$ cat config.mk
export PLATFORM = sky130hd
export DESIGN_NAME = sbuf_writer
export DESIGN_NICKNAME = d
export VERILOG_FILES = /design/src/rtl/sbw_pkg.sv /design/src/rtl/sbw_cfg_check.sv /design/src/rtl/sbw_ptr.sv /design/src/rtl/sbw_wr_stage.sv /design/src/rtl/sbuf_writer.sv
export SDC_FILE = /design/constraint.sdc
export NUM_CORES = 1
export LEC_CHECK = 0
export BUFFER_PORTS_ARGS = -buffer_cell sky130_fd_sc_hd__buf_2
export CORE_AREA = 2 2 96 98
export DETAILED_ROUTE_END_ITERATION = 16
export DIE_AREA = 0 0 98 100
export GPL_ROUTABILITY_DRIVEN = 0
export GPL_TIMING_DRIVEN = 1
export HOLD_SLACK_MARGIN = 0.03
export PLACE_DENSITY = 0.8
export SYNTH_ARGS = -nofsm -noshare
export SYNTH_HDL_FRONTEND = slang
export SYNTH_SLANG_ARGS = --single-unit
export TNS_END_PERCENT = 20
$ cat constraint.sdc
create_clock -name clk -period 2.62 [get_ports clk]
set_clock_uncertainty 0.2 [all_clocks]
set_input_delay 0.524 -clock clk [delete_from_list [all_inputs] [get_ports clk]]
set_output_delay 0.524 -clock clk [all_outputs]
set_load 0.01 [all_outputs]
$ cat src/rtl/sbw_pkg.sv
package sbw_pkg;

  typedef enum logic [1:0] {
    ST_IDLE  = 2'd0,
    ST_RUN   = 2'd1,
    ST_DRAIN = 2'd2
  } sbw_state_e;

endpackage

$ cat src/rtl/sbw_cfg_check.sv
module sbw_cfg_check #(
  parameter int CH_MAX    = 16,
  parameter int DEPTH_MAX = 64,
  parameter int CW        = 5,
  parameter int NW        = 7,
  parameter int SW        = 11
) (
  input  logic [CW-1:0] cfg_chans,
  input  logic [NW-1:0] cfg_depth,
  output logic          cfg_ok,
  output logic [SW-1:0] total_cnt,
  output logic [SW-1:0] half_cnt
);

  localparam int PW = CW + NW;

  logic          chans_ok;
  logic          depth_ok;
  logic [PW-1:0] prod;

  // channel count within 1..CH_MAX
  assign chans_ok = (cfg_chans != '0) && (cfg_chans <= CW'(CH_MAX));

  // depth nonzero, even, within DEPTH_MAX
  assign depth_ok = (cfg_depth != '0) && !cfg_depth[0] &&
                    (cfg_depth <= NW'(DEPTH_MAX));

  assign cfg_ok = chans_ok && depth_ok;

  always_comb begin
    prod      = PW'(cfg_chans) * PW'(cfg_depth);
    total_cnt = SW'(prod);
    half_cnt  = total_cnt >> 1;
  end

endmodule

$ cat src/rtl/sbw_ptr.sv
module sbw_ptr #(
  parameter int AW = 10,
  parameter int SW = 11
) (
  input  logic          clk,
  input  logic          rst_n,
  input  logic          clr,
  input  logic          adv,
  input  logic [SW-1:0] total_cnt,
  input  logic [SW-1:0] half_cnt,
  output logic [AW-1:0] addr,
  output logic          at_half_last,
  output logic          at_last
);

  logic [AW-1:0] addr_q;
  logic [AW-1:0] addr_d;
  logic          addr_en;

  assign at_last      = (SW'(addr_q) == (total_cnt - SW'(1)));
  assign at_half_last = (SW'(addr_q) == (half_cnt - SW'(1)));

  always_comb begin
    addr_en = clr || adv;
    addr_d  = addr_q;
    if (clr) begin
      addr_d = '0;
    end else if (adv) begin
      addr_d = at_last ? '0 : addr_q + AW'(1);
    end
  end

  always_ff @(posedge clk or negedge rst_n) begin
    if (!rst_n) begin
      addr_q <= '0;
    end else if (addr_en) begin
      addr_q <= addr_d;
    end
  end

  assign addr = addr_q;

  // an advancing pointer never points past the configured buffer
  assert_addr_in_range_R2: assert property (@(posedge clk) disable iff (!rst_n)
    adv |-> (SW'(addr_q) < total_cnt));

endmodule

$ cat src/rtl/sbw_wr_stage.sv
module sbw_wr_stage #(
  parameter int AW = 10,
  parameter int DW = 16
) (
  input  logic          clk,
  input  logic          rst_n,
  input  logic          flush,
  input  logic          load,
  input  logic [AW-1:0] ld_addr,
  input  logic [DW-1:0] ld_data,
  input  logic          ld_tag_half,
  input  logic          ld_tag_full,
  input  logic          mem_ready,
  output logic          mem_we,
  output logic [AW-1:0] mem_addr,
  output logic [DW-1:0] mem_wdata,
  output logic          pending,
  output logic          done,
  output logic          done_half,
  output logic          done_full
);

  logic          pend_q, pend_d;
  logic [AW-1:0] addr_q;
  logic [DW-1:0] data_q;
  logic          tag_half_q, tag_full_q;

  always_comb begin
    pend_d = pend_q;
    if (flush) begin
      pend_d = 1'b0;
    end else if (load) begin
      pend_d = 1'b1;
    end else if (pend_q && mem_ready) begin
      pend_d = 1'b0;
    end
  end

  always_ff @(posedge clk or negedge rst_n) begin
    if (!rst_n) begin
      pend_q <= 1'b0;
    end else begin
      pend_q <= pend_d;
    end
  end

  always_ff @(posedge clk or negedge rst_n) begin
    if (!rst_n) begin
      addr_q     <= '0;
      data_q     <= '0;
      tag_half_q <= 1'b0;
      tag_full_q <= 1'b0;
    end else if (load) begin
      addr_q     <= ld_addr;
      data_q     <= ld_data;
      tag_half_q <= ld_tag_half;
      tag_full_q <= ld_tag_full;
    end
  end

  assign mem_we    = pend_q;
  assign mem_addr  = addr_q;
  assign mem_wdata = data_q;
  assign pending   = pend_q;
  assign done      = pend_q && mem_ready;
  assign done_half = done && tag_half_q;
  assign done_full = done && tag_full_q;

  // an ungranted write keeps its address and data
  assert_hold_write_R3: assert property (@(posedge clk) disable iff (!rst_n)
    (pend_q && !mem_ready && !flush) |=>
      (pend_q && $stable(addr_q) && $stable(data_q)));

  // the controller never loads over an ungranted write
  assert_no_load_over_pending_R8: assert property (@(posedge clk) disable iff (!rst_n)
    (pend_q && !mem_ready) |-> !load);

endmodule

$ cat src/rtl/sbuf_writer.sv
module sbuf_writer #(
  parameter int CH_MAX    = 16,
  parameter int DEPTH_MAX = 64,
  parameter int DW        = 16,
  localparam int CW = $clog2(CH_MAX + 1),
  localparam int NW = $clog2(DEPTH_MAX + 1),
  localparam int AW = $clog2(CH_MAX * DEPTH_MAX),
  localparam int SW = $clog2(CH_MAX * DEPTH_MAX + 1)
) (
  input  logic          clk,
  input  logic          rst_n,
  input  logic          cfg_circular,
  input  logic [CW-1:0] cfg_chans,
  input  logic [NW-1:0] cfg_depth,
  input  logic          start,
  input  logic          stop,
  input  logic          smp_valid,
  input  logic [DW-1:0] smp_data,
  input  logic          mem_ready,
  output logic          mem_we,
  output logic [AW-1:0] mem_addr,
  output logic [DW-1:0] mem_wdata,
  output logic          evt_valid,
  output logic [AW-1:0] evt_base,
  output logic [SW-1:0] evt_size,
  output logic          busy,
  output logic          cfg_err,
  output logic          ovf_err
);

  import sbw_pkg::*;

  sbw_state_e    state_q, state_d;

  logic          cfg_ok;
  logic [SW-1:0] total_in, half_in;
  logic          circ_q;
  logic [SW-1:0] total_q, half_q;

  logic          idle, running;
  logic          start_ok, start_bad;
  logic          flush, accept, overflow;

  logic [AW-1:0] ptr_addr;
  logic          ptr_half_last, ptr_last;

  logic          pending, done, done_half, done_full;

  logic          evt_fire;
  logic          evt_valid_q;
  logic [AW-1:0] evt_base_q, evt_base_d;
  logic [SW-1:0] evt_size_q, evt_size_d;
  logic          cfg_err_q, cfg_err_d;
  logic          ovf_err_q, ovf_err_d;

  // configuration check on the live inputs
  sbw_cfg_check #(
    .CH_MAX   (CH_MAX),
    .DEPTH_MAX(DEPTH_MAX),
    .CW       (CW),
    .NW       (NW),
    .SW       (SW)
  ) u_cfg (
    .cfg_chans(cfg_chans),
    .cfg_depth(cfg_depth),
    .cfg_ok   (cfg_ok),
    .total_cnt(total_in),
    .half_cnt (half_in)
  );

  // control decode
  assign idle      = (state_q == ST_IDLE);
  assign running   = (state_q == ST_RUN);
  assign start_ok  = start && idle && cfg_ok;
  assign start_bad = start && idle && !cfg_ok;
  assign flush     = stop && !idle;
  assign accept    = running && !stop && smp_valid && (!pending || mem_ready);
  assign overflow  = running && !stop && smp_valid && pending && !mem_ready;

  // latched configuration
  always_ff @(posedge clk or negedge rst_n) begin
    if (!rst_n) begin
      circ_q  <= 1'b0;
      total_q <= '0;
      half_q  <= '0;
    end else if (start_ok) begin
      circ_q  <= cfg_circular;
      total_q <= total_in;
      half_q  <= half_in;
    end
  end

  // write pointer
  sbw_ptr #(
    .AW(AW),
    .SW(SW)
  ) u_ptr (
    .clk         (clk),
    .rst_n       (rst_n),
    .clr         (flush),
    .adv         (accept),
    .total_cnt   (total_q),
    .half_cnt    (half_q),
    .addr        (ptr_addr),
    .at_half_last(ptr_half_last),
    .at_last     (ptr_last)
  );

  // write request stage
  sbw_wr_stage #(
    .AW(AW),
    .DW(DW)
  ) u_wr (
    .clk        (clk),
    .rst_n      (rst_n),
    .flush      (flush),
    .load       (accept),
    .ld_addr    (ptr_addr),
    .ld_data    (smp_data),
    .ld_tag_half(circ_q && ptr_half_last),
    .ld_tag_full(ptr_last),
    .mem_ready  (mem_ready),
    .mem_we     (mem_we),
    .mem_addr   (mem_addr),
    .mem_wdata  (mem_wdata),
    .pending    (pending),
    .done       (done),
    .done_half  (done_half),
    .done_full  (done_full)
  );

  // state machine
  always_comb begin
    state_d = state_q;
    case (state_q)
      ST_IDLE: begin
        if (start_ok) state_d = ST_RUN;
      end
      ST_RUN: begin
        if (stop) begin
          state_d = ST_IDLE;
        end else if (accept && ptr_last && !circ_q) begin
          state_d = ST_DRAIN;
        end
      end
      ST_DRAIN: begin
        if (stop || done) state_d = ST_IDLE;
      end
      default: state_d = ST_IDLE;
    endcase
  end

  always_ff @(posedge clk or negedge rst_n) begin
    if (!rst_n) begin
      state_q <= ST_IDLE;
    end else begin
      state_q <= state_d;
    end
  end

  // events
  always_comb begin
    evt_fire   = (done_half || done_full) && !flush;
    evt_base_d = (done_full && circ_q) ? AW'(half_q) : '0;
    evt_size_d = circ_q ? half_q : total_q;
  end

  always_ff @(posedge clk or negedge rst_n) begin
    if (!rst_n) begin
      evt_valid_q <= 1'b0;
    end else begin
      evt_valid_q <= evt_fire;
    end
  end

  always_ff @(posedge clk or negedge rst_n) begin
    if (!rst_n) begin
      evt_base_q <= '0;
      evt_size_q <= '0;
    end else if (evt_fire) begin
      evt_base_q <= evt_base_d;
      evt_size_q <= evt_size_d;
    end
  end

  // sticky error flags
  always_comb begin
    cfg_err_d = cfg_err_q;
    if (start_bad)     cfg_err_d = 1'b1;
    else if (start_ok) cfg_err_d = 1'b0;
    ovf_err_d = ovf_err_q;
    if (start_ok)      ovf_err_d = 1'b0;
    else if (overflow) ovf_err_d = 1'b1;
  end

  always_ff @(posedge clk or negedge rst_n) begin
    if (!rst_n) begin
      cfg_err_q <= 1'b0;
      ovf_err_q <= 1'b0;
    end else begin
      cfg_err_q <= cfg_err_d;
      ovf_err_q <= ovf_err_d;
    end
  end

  assign evt_valid = evt_valid_q;
  assign evt_base  = evt_base_q;
  assign evt_size  = evt_size_q;
  assign busy      = !idle;
  assign cfg_err   = cfg_err_q;
  assign ovf_err   = ovf_err_q;

  // a refused start leaves the block idle with the error raised
  assert_cfg_reject_R1: assert property (@(posedge clk) disable iff (!rst_n)
    (start && !busy && !cfg_ok) |=> (!busy && cfg_err));

  // every event follows a granted write
  assert_evt_after_grant_R4: assert property (@(posedge clk) disable iff (!rst_n)
    evt_valid |-> $past(mem_we && mem_ready));

  // leaving the busy state without a stop comes with the final event
  assert_linear_end_evt_R6: assert property (@(posedge clk) disable iff (!rst_n)
    ($fell(busy) && !$past(stop)) |-> evt_valid);

  // stop ends acquisition with no write and no event
  assert_stop_quiet_R7: assert property (@(posedge clk) disable iff (!rst_n)
    (stop && busy) |=> (!busy && !mem_we && !evt_valid));

  // the lost-result flag only clears on a start
  assert_ovf_sticky_R8: assert property (@(posedge clk) disable iff (!rst_n)
    (ovf_err && !start) |=> ovf_err);

endmodule

==> results.md <==
* R2r startpoint: total_q[6]
* Antenna diodes at 0
* CP arrival at 3570 ps
* Cell variety after synth at 58
* Final core occ at 70.8%
* Maximum fanout along the worst path at 4
* Failing checks: negative setup slack
* Crit-path cells: buf_8 -> nand2_4 -> fa_1 -> fa_1 -> inv_1 -> fa_1 -> ha_4 -> a21o_1 -> a21oi_2 -> o21bai_4 -> a2111oi_4 -> or4b_1 -> nand3_1
* Hold Crit Class: in2reg
* GRT Overall Usage at 24.8%
* Setup CP Type: in2reg
* Element type at the critical path end: register
* Port Buffers at 86
* Via count at 4,299
* CP Depth at 13
* Initial Utilization at 55.2%
* Post-synthesis sequential area ratio at 39.2%
* DR iter-0 viols at 233
* RSZ-0062 raised after global routing: true
* WHS Path Cells at 3
* Total Power at 0.00459 W
* Global-route wire length before repair at 19.6 mm
* Syn nets at 626
* Final cycle utilization of the critical path at 135%
* R2r worst-path depth at 7
* Post-detail-place hpwl at 8.93 mm
* Worst endpoint required time at 2650 ps
* Ys Warns at 0
* Syn-to-layout area delta at 28.2%
* Most frequent cells in the layout: nand2_1, buf_2, dfrtp_1
* Root buf cell: clkbuf_8
* Most common cell on crit path: fa_1
* Cts bufs inserted at 9
* Post-Syn Instances at 555
* Max_cap viols at 0
* Fin. Hold Viols at 0
* Post-Syn Area per Cell at 8.85 sq um
* Ys flop type: dfrtp_1
* Worst vdd ir at 0.275 mV
* Die ar. at 9800 sq um
* Number of synthesized flops with an enable pin at 0
* Num ports at 87
* Rows at 35
* # clock sinks at 77
* # DRC at 0
* Share of cells above drive strength 1 at 29.0%
* Critical R2R Capture: u_ptr.addr[2]
* Worst skew pair latency at 360 ps
* Clk buf depth at 2
* Commonest non-fill, non-tap cell in the layout: nand2_1
* CTS tree: built
* Congestion Overflow GR at 0
* Slowest Stage Delay on Critical Path at 540 ps
* Slew at the pin with the worst max-slew slack at 753 ps
* Routed WL at 12.1 mm
* Die X at 98 um
* H-tree levels at 3
* Register-to-Register Setup Slack at 70 ps
* Status: finished with violations
* # setup viols final at 7
* Antenna Nets Post-Route at 0
* Max-slew violations at 0
* Initial antenna violation count at 0
* Reg clk slew, reported paths at 90 ps
* Setup TNS at -4470 ps
* Peak Freq at 283 MHz
* Max transition margin at 49.8%
* #FFs+latches synth at 77
* Fin crit period at 3540 ps
* Core Footprint at 8890 sq um
* Leak Pwr at 3.20 nW
* Critical Path Source Type: input port
* Worst Path Buf+Inv at 2
* M2 GR Usage at 42.6%
* Slowest-stage cell, CP: fa_1
* Vias in the first global route at 4,153
* Top delay family on crit path: adder cells
* Min-delay src: smp_data[10]
* Largest net degree at the start of global routing at 44
* Vias per cell at 5.43
* Wirelength per Cell at 15.3 um
* Worst Hold Endpoint: u_wr.mem_wdata[10]
* Async set or reset register ratio after synthesis at 100%
* Post-layout nets at 746
* GR Layer Usage met1 at 31.0%
* Drt pass-1 iters at 5
* M3 GR Usage at 4.53%
* Die Ht at 100 um
* Synth Cell Area at 4910 sq um
* PwrDens at 729 nW/um^2
* Worst Slack Setup Final at -918 ps
* Grt peak-use layer: met2
[worst max-delay path by stage]
stage	startpoint	to	slack [ps]
finish	cfg_chans[4]	total_q[10]	-920
global route	cfg_chans[4]	total_q[10]	-1030
CTS	cfg_depth[0]	total_q[10]	-870
detailed placement	cfg_depth[2]	total_q[10]	-1350
global placement	cfg_depth[2]	total_q[10]	-1240
floorplan	cfg_chans[4]	total_q[10]	-1100
[flip-flops by register name (all words and copies together) (netlist names), 2 cells and up]
register / cells
u_wr.mem_addr: 10
evt_base: 10
u_ptr.addr: 10
total_q: 11
state_q: 2
u_wr.mem_wdata: 16
evt_size: 11
[metrics by stage]
stage	std cells	area (sq um)	hold WS, ps	setup WS [ps]
finish	791	6290	147	-918
global route	791	6290	142	-1030
CTS	786	6150	136	-867
detailed placement	769	5800	258	-1350
global placement	769	5800	251	-1240
floorplan	555	4980	28.4	-1100
[cell families (layout without fill, tap and decap cells)]
kind of cell	count (synthesis)	in the layout	share of synthesized area [%]
simple gates	251	251	24.2
buf+inv	61	186	5.02
mux	18	18	3.80
flops	77	77	39.2
fa+ha+maj	36	36	11.3
compound gates	77	77	10.2
xor+xnor	35	35	6.24
[cell usage after synthesis, drive strengths merged (8+ instances only)]
| cell | count | area, sq um |
|---|---|---|
| nand3 | 10 | 50.1 |
| fa | 14 | 280 |
| inv | 26 | 97.6 |
| o21ai | 37 | 185 |
| mux2i | 13 | 130 |
| ha | 22 | 275 |
| buf | 13 | 66.3 |
| xnor2 | 20 | 175 |
| and2 | 20 | 125 |
| nor2 | 24 | 90.1 |
| xor2 | 15 | 131 |
| a21oi | 8 | 40.0 |
| dfrtp | 77 | 1930 |
| clkbuf | 22 | 82.6 |
| o211ai | 8 | 65.1 |
| nand2 | 149 | 559 |
[routing by layer]
layer / vias to the layer above / routed length (um)
li1: 2085 / -
met5: - / 0
met3: 25 / 535
met4: 0 / 293
met1: 2075 / 5190
met2: 114 / 6110
[worst min-delay path, delay by kind of cell]
family | cells | cell delay, ps
buffers and inverters | 1 | 80
and+or+nand+nor | 2 | 80
[timing repair]
item | 4_1_cts | 5_1_grt
buffers inserted | 0 | 5
gates resized for setup | 19 | 23
setup endpoints to repair | 8 | 19
pin swaps | 12 | 16
endpoints found under the hold margin | 40 | 0
hold buffers | 1 | 0
[layout make-up]
type                            count  area, sq um
Clock buffer                       11          141
Clock inverter                      5          106
Fill cell                         678         2590
Inverter                           26         97.6
Multi-Input combinational cell    417         2940
Sequential cell                    77         1930
Tap cell                          111          139
Timing Repair Buffer              144          941
[report_power, final]
| part | total [W] | internal, W | switching (W) |
|---|---|---|---|
| clock network | 0.00112 | 0.000663 | 0.000455 |
| registers | 0.00156 | 0.00134 | 0.000221 |
| logic | 0.00191 | 0.000924 | 0.000982 |
Note: power is estimated with default switching activity, not from simulation.
